**config.mk**
```make
export PLATFORM = sky130hd
export DESIGN_NAME = colro_column
export DESIGN_NICKNAME = d
export VERILOG_FILES = /design/src/rtl/colro_pkg.sv /design/src/rtl/colro_lane.sv /design/src/rtl/colro_pair_stage.sv /design/src/rtl/colro_ctrl.sv /design/src/rtl/colro_ddr_out.sv /design/src/rtl/colro_column.sv
export SDC_FILE = /design/constraint.sdc
export NUM_CORES = 2
export LEC_CHECK = 0
export ABC_CLOCK_PERIOD_IN_PS = 23800
export BUFFER_PORTS_ARGS = -buffer_cell sky130_fd_sc_hd__buf_2
export CAP_MARGIN = 10
export CORE_MARGIN = 3
export CORE_UTILIZATION = 40
export CTS_CLUSTER_DIAMETER = 80
export DETAILED_ROUTE_END_ITERATION = 8
export GPL_ROUTABILITY_DRIVEN = 0
export SYNTH_ARGS = -nofsm -noshare
export SYNTH_HDL_FRONTEND = slang
export SYNTH_HIERARCHICAL = 1
export SYNTH_SLANG_ARGS = --single-unit
```
**constraint.sdc**
```tcl
create_clock -name clk -period 23.8 [get_ports clk]
set_input_delay 4.76 -clock clk [delete_from_list [all_inputs] [get_ports clk]]
set_output_delay 4.76 -clock clk [all_outputs]
set_load 0.02 [all_outputs]
```
**src/rtl/colro_pkg.sv**
```systemverilog
package colro_pkg;

    localparam int PIX_W  = 8;
    localparam int LANE_W = PIX_W + 1;
    localparam int LEN_W  = $clog2(LANE_W + 1);

    typedef enum logic {
        ST_IDLE  = 1'b0,
        ST_SHIFT = 1'b1
    } ro_state_e;

    typedef struct packed {
        logic [LANE_W-1:0] even_bits;
        logic [LANE_W-1:0] odd_bits;
        logic [LEN_W-1:0]  len;
    } lane_load_t;

    // Serial contribution of one pixel, bit 0 leaves first.
    function automatic logic [LANE_W-1:0] pix_stream(input logic hit, input logic [PIX_W-1:0] data);
        logic [LANE_W-1:0] s;
        s    = '0;
        s[0] = hit;
        if (hit) begin
            for (int k = 1; k < LANE_W; k++) begin
                s[k] = data[PIX_W-k];
            end
        end
        return s;
    endfunction

    function automatic int unsigned pix_len(input logic hit);
        return hit ? LANE_W : 1;
    endfunction

    // Concatenates two pixel streams and deals them onto an even and an odd lane.
    function automatic lane_load_t pair_split(input logic hit_a, input logic [PIX_W-1:0] data_a,
                                              input logic hit_b, input logic [PIX_W-1:0] data_b);
        logic [2*LANE_W-1:0] s;
        logic [LANE_W-1:0]   sa;
        logic [LANE_W-1:0]   sb;
        int unsigned         la;
        int unsigned         lb;
        lane_load_t          r;
        sa = pix_stream(hit_a, data_a);
        sb = pix_stream(hit_b, data_b);
        la = pix_len(hit_a);
        lb = pix_len(hit_b);
        s  = '0;
        for (int k = 0; k < LANE_W; k++) begin
            if (k < int'(la)) s[k] = sa[k];
        end
        for (int k = 0; k < LANE_W; k++) begin
            if (k < int'(lb)) s[int'(la) + k] = sb[k];
        end
        r = '0;
        for (int j = 0; j < LANE_W; j++) begin
            r.even_bits[j] = s[2*j];
            r.odd_bits[j]  = s[2*j+1];
        end
        r.len = LEN_W'((la + lb) / 2);
        return r;
    endfunction

endpackage

```
**src/rtl/colro_lane.sv**
```systemverilog
module colro_lane
    import colro_pkg::*;
(
    input  logic              clk,
    input  logic              rst,
    input  logic              load,
    input  logic              shift,
    input  logic [LANE_W-1:0] load_bits,
    input  logic [LEN_W-1:0]  load_len,
    input  logic              din,
    output logic              dout
);

    logic [LANE_W-1:0] q;
    logic [LANE_W-1:0] q_nxt;
    logic [LEN_W-1:0]  len;

    // Variable-length shift register: new bit enters at position len-1.
    always_comb begin
        for (int j = 0; j < LANE_W; j++) begin
            if (j + 1 == int'(len))      q_nxt[j] = din;
            else if (j + 1 < int'(len))  q_nxt[j] = q[j+1];
            else                         q_nxt[j] = 1'b0;
        end
    end

    always_ff @(posedge clk) begin
        if (rst) begin
            q   <= '0;
            len <= LEN_W'(1);
        end else if (load) begin
            q   <= load_bits;
            len <= load_len;
        end else if (shift) begin
            q   <= q_nxt;
        end
    end

    assign dout = q[0];

    // each lane of a pixel pair holds 1, 5 or 9 bits
    a_r3_lane_len_legal: assert property (@(posedge clk) disable iff (rst)
        (len == LEN_W'(1)) || (len == LEN_W'(5)) || (len == LEN_W'(9)));

    // without load or shift the lane contents do not move
    a_r9_lane_hold: assert property (@(posedge clk) disable iff (rst)
        (!load && !shift) |=> $stable(q));

endmodule

```
**src/rtl/colro_pair_stage.sv**
```systemverilog
module colro_pair_stage
    import colro_pkg::*;
(
    input  logic               clk,
    input  logic               rst,
    input  logic               load,
    input  logic               shift,
    input  logic [1:0]         hit,
    input  logic [2*PIX_W-1:0] data,
    input  logic [1:0]         in_bits,
    output logic [1:0]         out_bits
);

    lane_load_t ld;

    always_comb begin
        ld = pair_split(hit[0], data[PIX_W-1:0], hit[1], data[2*PIX_W-1:PIX_W]);
    end

    for (genvar ln = 0; ln < 2; ln++) begin : g_lane
        logic [LANE_W-1:0] bits_sel;
        if (ln == 0) begin : g_even
            assign bits_sel = ld.even_bits;
        end else begin : g_odd
            assign bits_sel = ld.odd_bits;
        end
        colro_lane u_lane (
            .clk       (clk),
            .rst       (rst),
            .load      (load),
            .shift     (shift),
            .load_bits (bits_sel),
            .load_len  (ld.len),
            .din       (in_bits[ln]),
            .dout      (out_bits[ln])
        );
    end

endmodule

```
**src/rtl/colro_ctrl.sv**
```systemverilog
module colro_ctrl
    import colro_pkg::*;
#(
    parameter int DEPTH = 64
) (
    input  logic             clk,
    input  logic             rst,
    input  logic             rd_en,
    input  logic [DEPTH-1:0] hits,
    output logic             load,
    output logic             shift,
    output logic             frame_valid,
    output logic             clk_en
);

    localparam int MAX_CYC = (DEPTH * LANE_W) / 2;
    localparam int CNT_W   = $clog2(MAX_CYC + 1);

    ro_state_e        state;
    logic [CNT_W-1:0] cnt;
    logic [CNT_W-1:0] frame_cyc;
    logic             rd_en_q;
    logic             start;

    always_comb begin
        int unsigned nhit;
        nhit = 0;
        for (int i = 0; i < DEPTH; i++) begin
            nhit += {31'd0, hits[i]};
        end
        frame_cyc = CNT_W'(DEPTH / 2 + (nhit * PIX_W) / 2);
    end

    assign start       = (state == ST_IDLE) && rd_en && !rd_en_q;
    assign load        = start;
    assign shift       = (state == ST_SHIFT);
    assign frame_valid = (state == ST_SHIFT);
    assign clk_en      = start || (state == ST_SHIFT);

    always_ff @(posedge clk) begin
        if (rst) begin
            state   <= ST_IDLE;
            cnt     <= '0;
            rd_en_q <= 1'b0;
        end else begin
            rd_en_q <= rd_en;
            case (state)
                ST_IDLE: begin
                    if (start) begin
                        state <= ST_SHIFT;
                        cnt   <= frame_cyc;
                    end
                end
                ST_SHIFT: begin
                    if (!rd_en || cnt == CNT_W'(1)) begin
                        state <= ST_IDLE;
                        cnt   <= '0;
                    end else begin
                        cnt <= cnt - CNT_W'(1);
                    end
                end
                default: state <= ST_IDLE;
            endcase
        end
    end

    // a frame only begins after enable was seen high
    a_r2_start_needs_enable: assert property (@(posedge clk) disable iff (rst)
        $rose(frame_valid) |-> $past(rd_en));

    // low enable during a frame ends it on the next cycle
    a_r8_abort_stops: assert property (@(posedge clk) disable iff (rst)
        (frame_valid && !rd_en) |=> !frame_valid);

    // remaining cycle count falls by one each frame cycle
    a_r5_count_down: assert property (@(posedge clk) disable iff (rst)
        (frame_valid && $past(frame_valid) && !$rose(frame_valid)) |-> (cnt == $past(cnt) - CNT_W'(1)));

    // frame ends right after its last cycle
    a_r5_last_cycle: assert property (@(posedge clk) disable iff (rst)
        (frame_valid && cnt == CNT_W'(1)) |=> !frame_valid);

    // pixel clocks run whenever a frame is being shifted
    a_r7_clock_during_frame: assert property (@(posedge clk) disable iff (rst)
        $rose(frame_valid) |-> $past(clk_en));

endmodule

```
**src/rtl/colro_ddr_out.sv**
```systemverilog
module colro_ddr_out (
    input  logic       clk,
    input  logic       valid,
    input  logic [1:0] pair_in,
    output logic [1:0] pair_out,
    output logic       ddr_out
);

    assign pair_out = valid ? pair_in : 2'b00;
    assign ddr_out  = clk ? pair_out[0] : pair_out[1];

    // the serial pin stays low outside a frame
    always_comb begin
        if (valid == 1'b0) begin
            a_r6_quiet_idle: assert (ddr_out == 1'b0);
        end
    end

endmodule

```
**src/rtl/colro_column.sv**
```systemverilog
module colro_column
    import colro_pkg::*;
#(
    parameter int DEPTH = 64
) (
    input  logic               clk,
    input  logic               rst,
    input  logic               rd_en,
    input  logic [DEPTH-1:0]   pix_hit,
    input  logic [8*DEPTH-1:0] pix_data,
    output logic               frame_valid,
    output logic [1:0]         pair_out,
    output logic               ddr_out,
    output logic               pix_clk_en
);

    localparam int NPAIR = DEPTH / 2;

    logic       load;
    logic       shift;
    logic [1:0] stage_out [NPAIR];

    colro_ctrl #(.DEPTH(DEPTH)) u_ctrl (
        .clk         (clk),
        .rst         (rst),
        .rd_en       (rd_en),
        .hits        (pix_hit),
        .load        (load),
        .shift       (shift),
        .frame_valid (frame_valid),
        .clk_en      (pix_clk_en)
    );

    for (genvar k = 0; k < NPAIR; k++) begin : g_pair
        logic [1:0] from_above;
        if (k == NPAIR - 1) begin : g_top
            assign from_above = 2'b00;
        end else begin : g_mid
            assign from_above = stage_out[k+1];
        end
        colro_pair_stage u_stage (
            .clk      (clk),
            .rst      (rst),
            .load     (load),
            .shift    (shift),
            .hit      (pix_hit[2*k +: 2]),
            .data     (pix_data[2*k*PIX_W +: 2*PIX_W]),
            .in_bits  (from_above),
            .out_bits (stage_out[k])
        );
    end

    colro_ddr_out u_ddr (
        .clk      (clk),
        .valid    (frame_valid),
        .pair_in  (stage_out[0]),
        .pair_out (pair_out),
        .ddr_out  (ddr_out)
    );

    // nothing leaves the column while reset is applied
    a_r1_reset_quiet: assert property (@(posedge clk)
        rst |=> (!frame_valid && !pix_clk_en));

endmodule

```
### Word-level counts from Yosys, hierarchy flattened

Index checks and enable logic that the tools add are counted.

| word-level totals | value |
|---|---|
| memory bits (read-only) | 0 |
| output and inout bits | 5 |
| RAM bits | 0 |
| latch bits | 0 |
| memories kept | 0 |
| register bits after elaboration | 715 |
| input port bits | 579 |
| logic and storage cells | 5301 |

| operators by class | value |
|---|---|
| equal/unequal tests | 290 |
| $add $sub $neg | 353 |
| mux-type cells | 2823 |
| order comparisons | 1440 |
| reductions and logical operators | 295 |
| divide/modulo/power cells | 0 |
| multipliers | 0 |
| shift operators | 0 |
| bitwise gates (word level) | 1 |

Operator list:

| cell | count |
|---|---|
| greater-or-equal comparator 32 x 1 -> 1 bit, second input constant | 288 |
| < comparator 32 x 7 -> 1 bit, second input constant | 288 |
| < comparator 4 x 32 -> 1 bit, first input constant | 256 |
| bitwise mux 18 bit | 288 |
| 2-to-1 mux 18 bit | 288 |
| adder 32 x 4 -> 32 bit, second input constant | 128 |
| < comparator 3 x 32 -> 1 bit, first input constant | 128 |
| adder 32 x 3 -> 32 bit, second input constant | 64 |
| < comparator 1 x 32 -> 1 bit, first input constant | 64 |
| < comparator 2 x 32 -> 1 bit, first input constant | 64 |
| < comparator 5 x 32 -> 1 bit, first input constant | 64 |
| 2-to-1 mux 1 bit | 1698 |
| demux 1 bit (select 5 bit) | 288 |
| 2-to-1 mux 9 bit | 130 |
| adder 32 x 2 -> 32 bit, second input constant | 32 |
| adder 32 x 5 -> 32 bit, second input constant | 32 |
| equality test 4 bit, first input constant | 192 |
| < comparator 3 x 4 -> 1 bit, first input constant | 128 |
| 2-to-1 mux 8 bit | 64 |
| adder 7 x 1 -> 7 bit | 62 |
| logical AND 1 bit | 290 |
| equality test 3 x 4 -> 1 bit, first input constant | 64 |
| < comparator 2 x 4 -> 1 bit, first input constant | 64 |
| < comparator 4 bit, first input constant | 64 |
| 16 further kinds | 174 |

### Logic depth before layout (Yosys ltp)

| depth | value |
|---|---|
| word-level depth | 66 |
| depth in mapped cells | 23 |
| gate-level depth less buffers | 23 |

### By module

Netlist, hierarchy kept.

By module, submodules not included:

| module | area an instance (µm²) | sequential area each (µm²) | cells each | instances |
|---|---|---|---|---|
| colro_lane (g_pair[0].u_stage.g_lane[0].u_lane ...) | 769.5 | 260.2 | 94 | 63 |
| colro_pair_stage (g_pair[10].u_stage ...) | 200.2 | 0.0 | 26 | 29 |
| colro_ctrl | 2488.6 | 220.2 | 277 | 1 |
| colro_lane (g_pair[12].u_stage.g_lane[1].u_lane) | 782.0 | 260.2 | 88 | 1 |
| colro_pair_stage (g_pair[0].u_stage ...) | 196.4 | 0.0 | 29 | 2 |
| colro_pair_stage (g_pair[9].u_stage) | 197.7 | 0.0 | 26 | 1 |
| colro_ddr_out | 28.8 | 0.0 | 4 | 1 |
| colro_column | 3.8 | 0.0 | 1 | 1 |

==> metrics.txt <==
status completed; hold depth 2; Seq/Total Area, Yosys 0.2901; WL final 164800 microns; Die Span X 387.4 microns; r2r endpoint g_pair[22].u_stage/g_lane[0].u_lane/q[3]$_SDFFE_PP0P_; initial antenna violation count 16; Ys Warns 6; cells after synthesis 7130; largest net degree at the start of global routing 194; Avg Inst Size Synth 8.159 sq um; unrepaired setup endpoints after global routing no; DP HPWL 112100 microns; Leak Pwr 25.33 nW; Top FF cell, synth dfxtp_1; placed inst area 0.05985 sq mm; Req. time, crit path 19.04 ns; hold path start g_pair[10].u_stage/g_lane[0].u_lane/q[3]$_SDFFE_PP0P_; # hold bufs at CTS 0; final core utilization 0.4412; Reg2Reg Depth 11; Worst Hold Path EP g_pair[10].u_stage/g_lane[0].u_lane/q[2]$_SDFFE_PP0P_; Hold WC Path Type reg -> reg; Tightest Pin Transition 1.061 ns; dpl ws 6.795 ns; CP endpoint kind output port; Cell Rows 139; final net count 7999; Layout area overhead 9.211%; Final setup viols 0; fin area 0.06354 sq mm; 1st-pass router iterations 8; most common cell in the netlist nor2_1; Setup Skew 0.04211 ns; DR vias 51750; Max-cap violations 0; Final WS setup 6.513 ns; Post-synth EDFFs 0; PortBufs 583; Clk pwr share 0.316; post-cts resize count 0; CTS clk-pin slew, worst paths 0.06 ns; R2R Setup Slk 17.80 ns; NetSw 0.001925 W; CP startpoint clk; Comb pwr share 0.370; Slew Limit Fails 0; drt via density 5.555; slew margin rel. 0.2924; Crit Path Category clk -> out; Synth area leaders dfxtp_1 (29%), nor2_1 (5.6%), a21oi_1 (4.7%); WP data arrival 12.53 ns; core area 0.1440 sq mm; Final ANT Viol Nets 0; Die Ht 387.4 microns; Switching Share 0.3620; Seq cells post-synth 843; first-pass GRT wire length 264100 microns; Setup Buffers After CTS 0; # IOs 584; Internal Power 0.003392 W; global router's overall resource usage 0.2092; GR Overflow Total 0; final hold violation count 0; VDD IR max 0.0002438 V; worst r2r src u_ctrl/rd_en_q$_SDFF_PP0_; DR iter-0 viols 3717; Post-synth top cells nor2_1 (875), dfxtp_1 (843), a21oi_1 (549); final setup TNS 0 ns; number of global-route vias before repair 47990; share of cells above drive strength 1 0.2093; area of the die 0.1501 sq mm; synth unique cells 75; pwr dens 83.68 mW/mm^2; part of the power in registers 0.314; # DRC 0; Routed wire per std cell 17.68 microns; CP max FO 2; Starting Density 0.4040; clk_lat worst skew 0.83 ns; asr flop ratio synth 0; mapped cell area 0.05818 sq mm; share of the synthesized area in the top cell type 0.2901; post-synth top area cell dfxtp_1; TritonCTS clock tree yes; startpoint types clock port
==> worst max-delay path by stage <==
stage	slack [ns]	depth (start not counted)	end
CTS	6.51	5	ddr_out
floorplan	6.72	2	ddr_out
global placement	6.80	3	ddr_out
detailed placement	6.79	3	ddr_out
finish	6.51	5	ddr_out
global route	6.46	5	ddr_out
==> state kept, by name (all words and copies together) (netlist names) <==
name / count
u_ctrl/frame_valid: 1
u_ctrl/cnt: 9
u_ctrl/rd_en_q: 1
g_pair.u_stage/g_lane.u_lane/len: 256
g_pair.u_stage/g_lane.u_lane/q: 576
==> cells by family (layout without fill, tap and decap cells) <==
group / after synthesis / in the layout / share of synthesized area
other: 65 / 147 / 0.004194
adders and majority gates: 104 / 104 / 0.02934
and+or+nand+nor: 2988 / 2988 / 0.2954
AOI/OAI and AO/OA: 1929 / 1929 / 0.2285
DFF: 843 / 843 / 0.2901
muxes: 322 / 322 / 0.06218
buffers and inverters: 876 / 1077 / 0.08986
xor gates and xnor gates: 3 / 3 / 0.0004517
==> layout make-up <==
class,instances,area [sq um]
clock inverters,46,529.3
diodes,9,22.52
inverters,263,994.7
clock buffers,153,3136
well taps,1903,2381
multi-input cells,5484,36350
flip-flops and latches,843,16880
repair buffers,615,3246
fillers,14470,80470
==> metrics by stage <==
step / total power, W / hold WS [ns] / instances
floorplan: 0.003233 / 0.4533 / 7203
global placement: 0.003570 / 0.4683 / 9109
detailed placement: 0.003633 / 0.4779 / 9109
CTS: 0.005360 / 0.4824 / 9307
global route: 0.005711 / 0.5040 / 9309
finish: 0.005317 / 0.4746 / 9316
==> worst max-delay path: stages <==
cell and delay (ns):
clkbuf_16 0.12, clkbuf_16 0.13, mux2i_1 0.11, nor2b_1 0.10
buf_2 0.17
==> power by group through the flow <==
stage	logic (W)	registers, W	clock network, W
floorplan	0.00163	0.00160	0.00000127
global placement	0.00188	0.00169	0.00000138
detailed placement	0.00194	0.00170	0.00000138
CTS	0.00196	0.00167	0.00173
global route	0.00224	0.00169	0.00179
finish	0.00197	0.00167	0.00168
==> placed cells by master, fill, tap and decap left out, types with 199 or more instances in the layout <==
cell type and n:
nand2_1 517, and3_2 240, buf_2 582, a31oi_1 253
a22o_1 222, o21ai_0 201, nor2_1 875, nor3b_1 320
dfxtp_1 842, a21oi_1 549, inv_1 199
==> layer usage <==
metal	GRT usage	up-vias	wire, microns
li1	-	25840	-
met1	0.2996	24520	78820
met2	0.3254	1162	73770
met3	0.03229	212	8303
met4	0.05634	8	3800
met5	0	-	57
(Power assumes the default switching activity.)
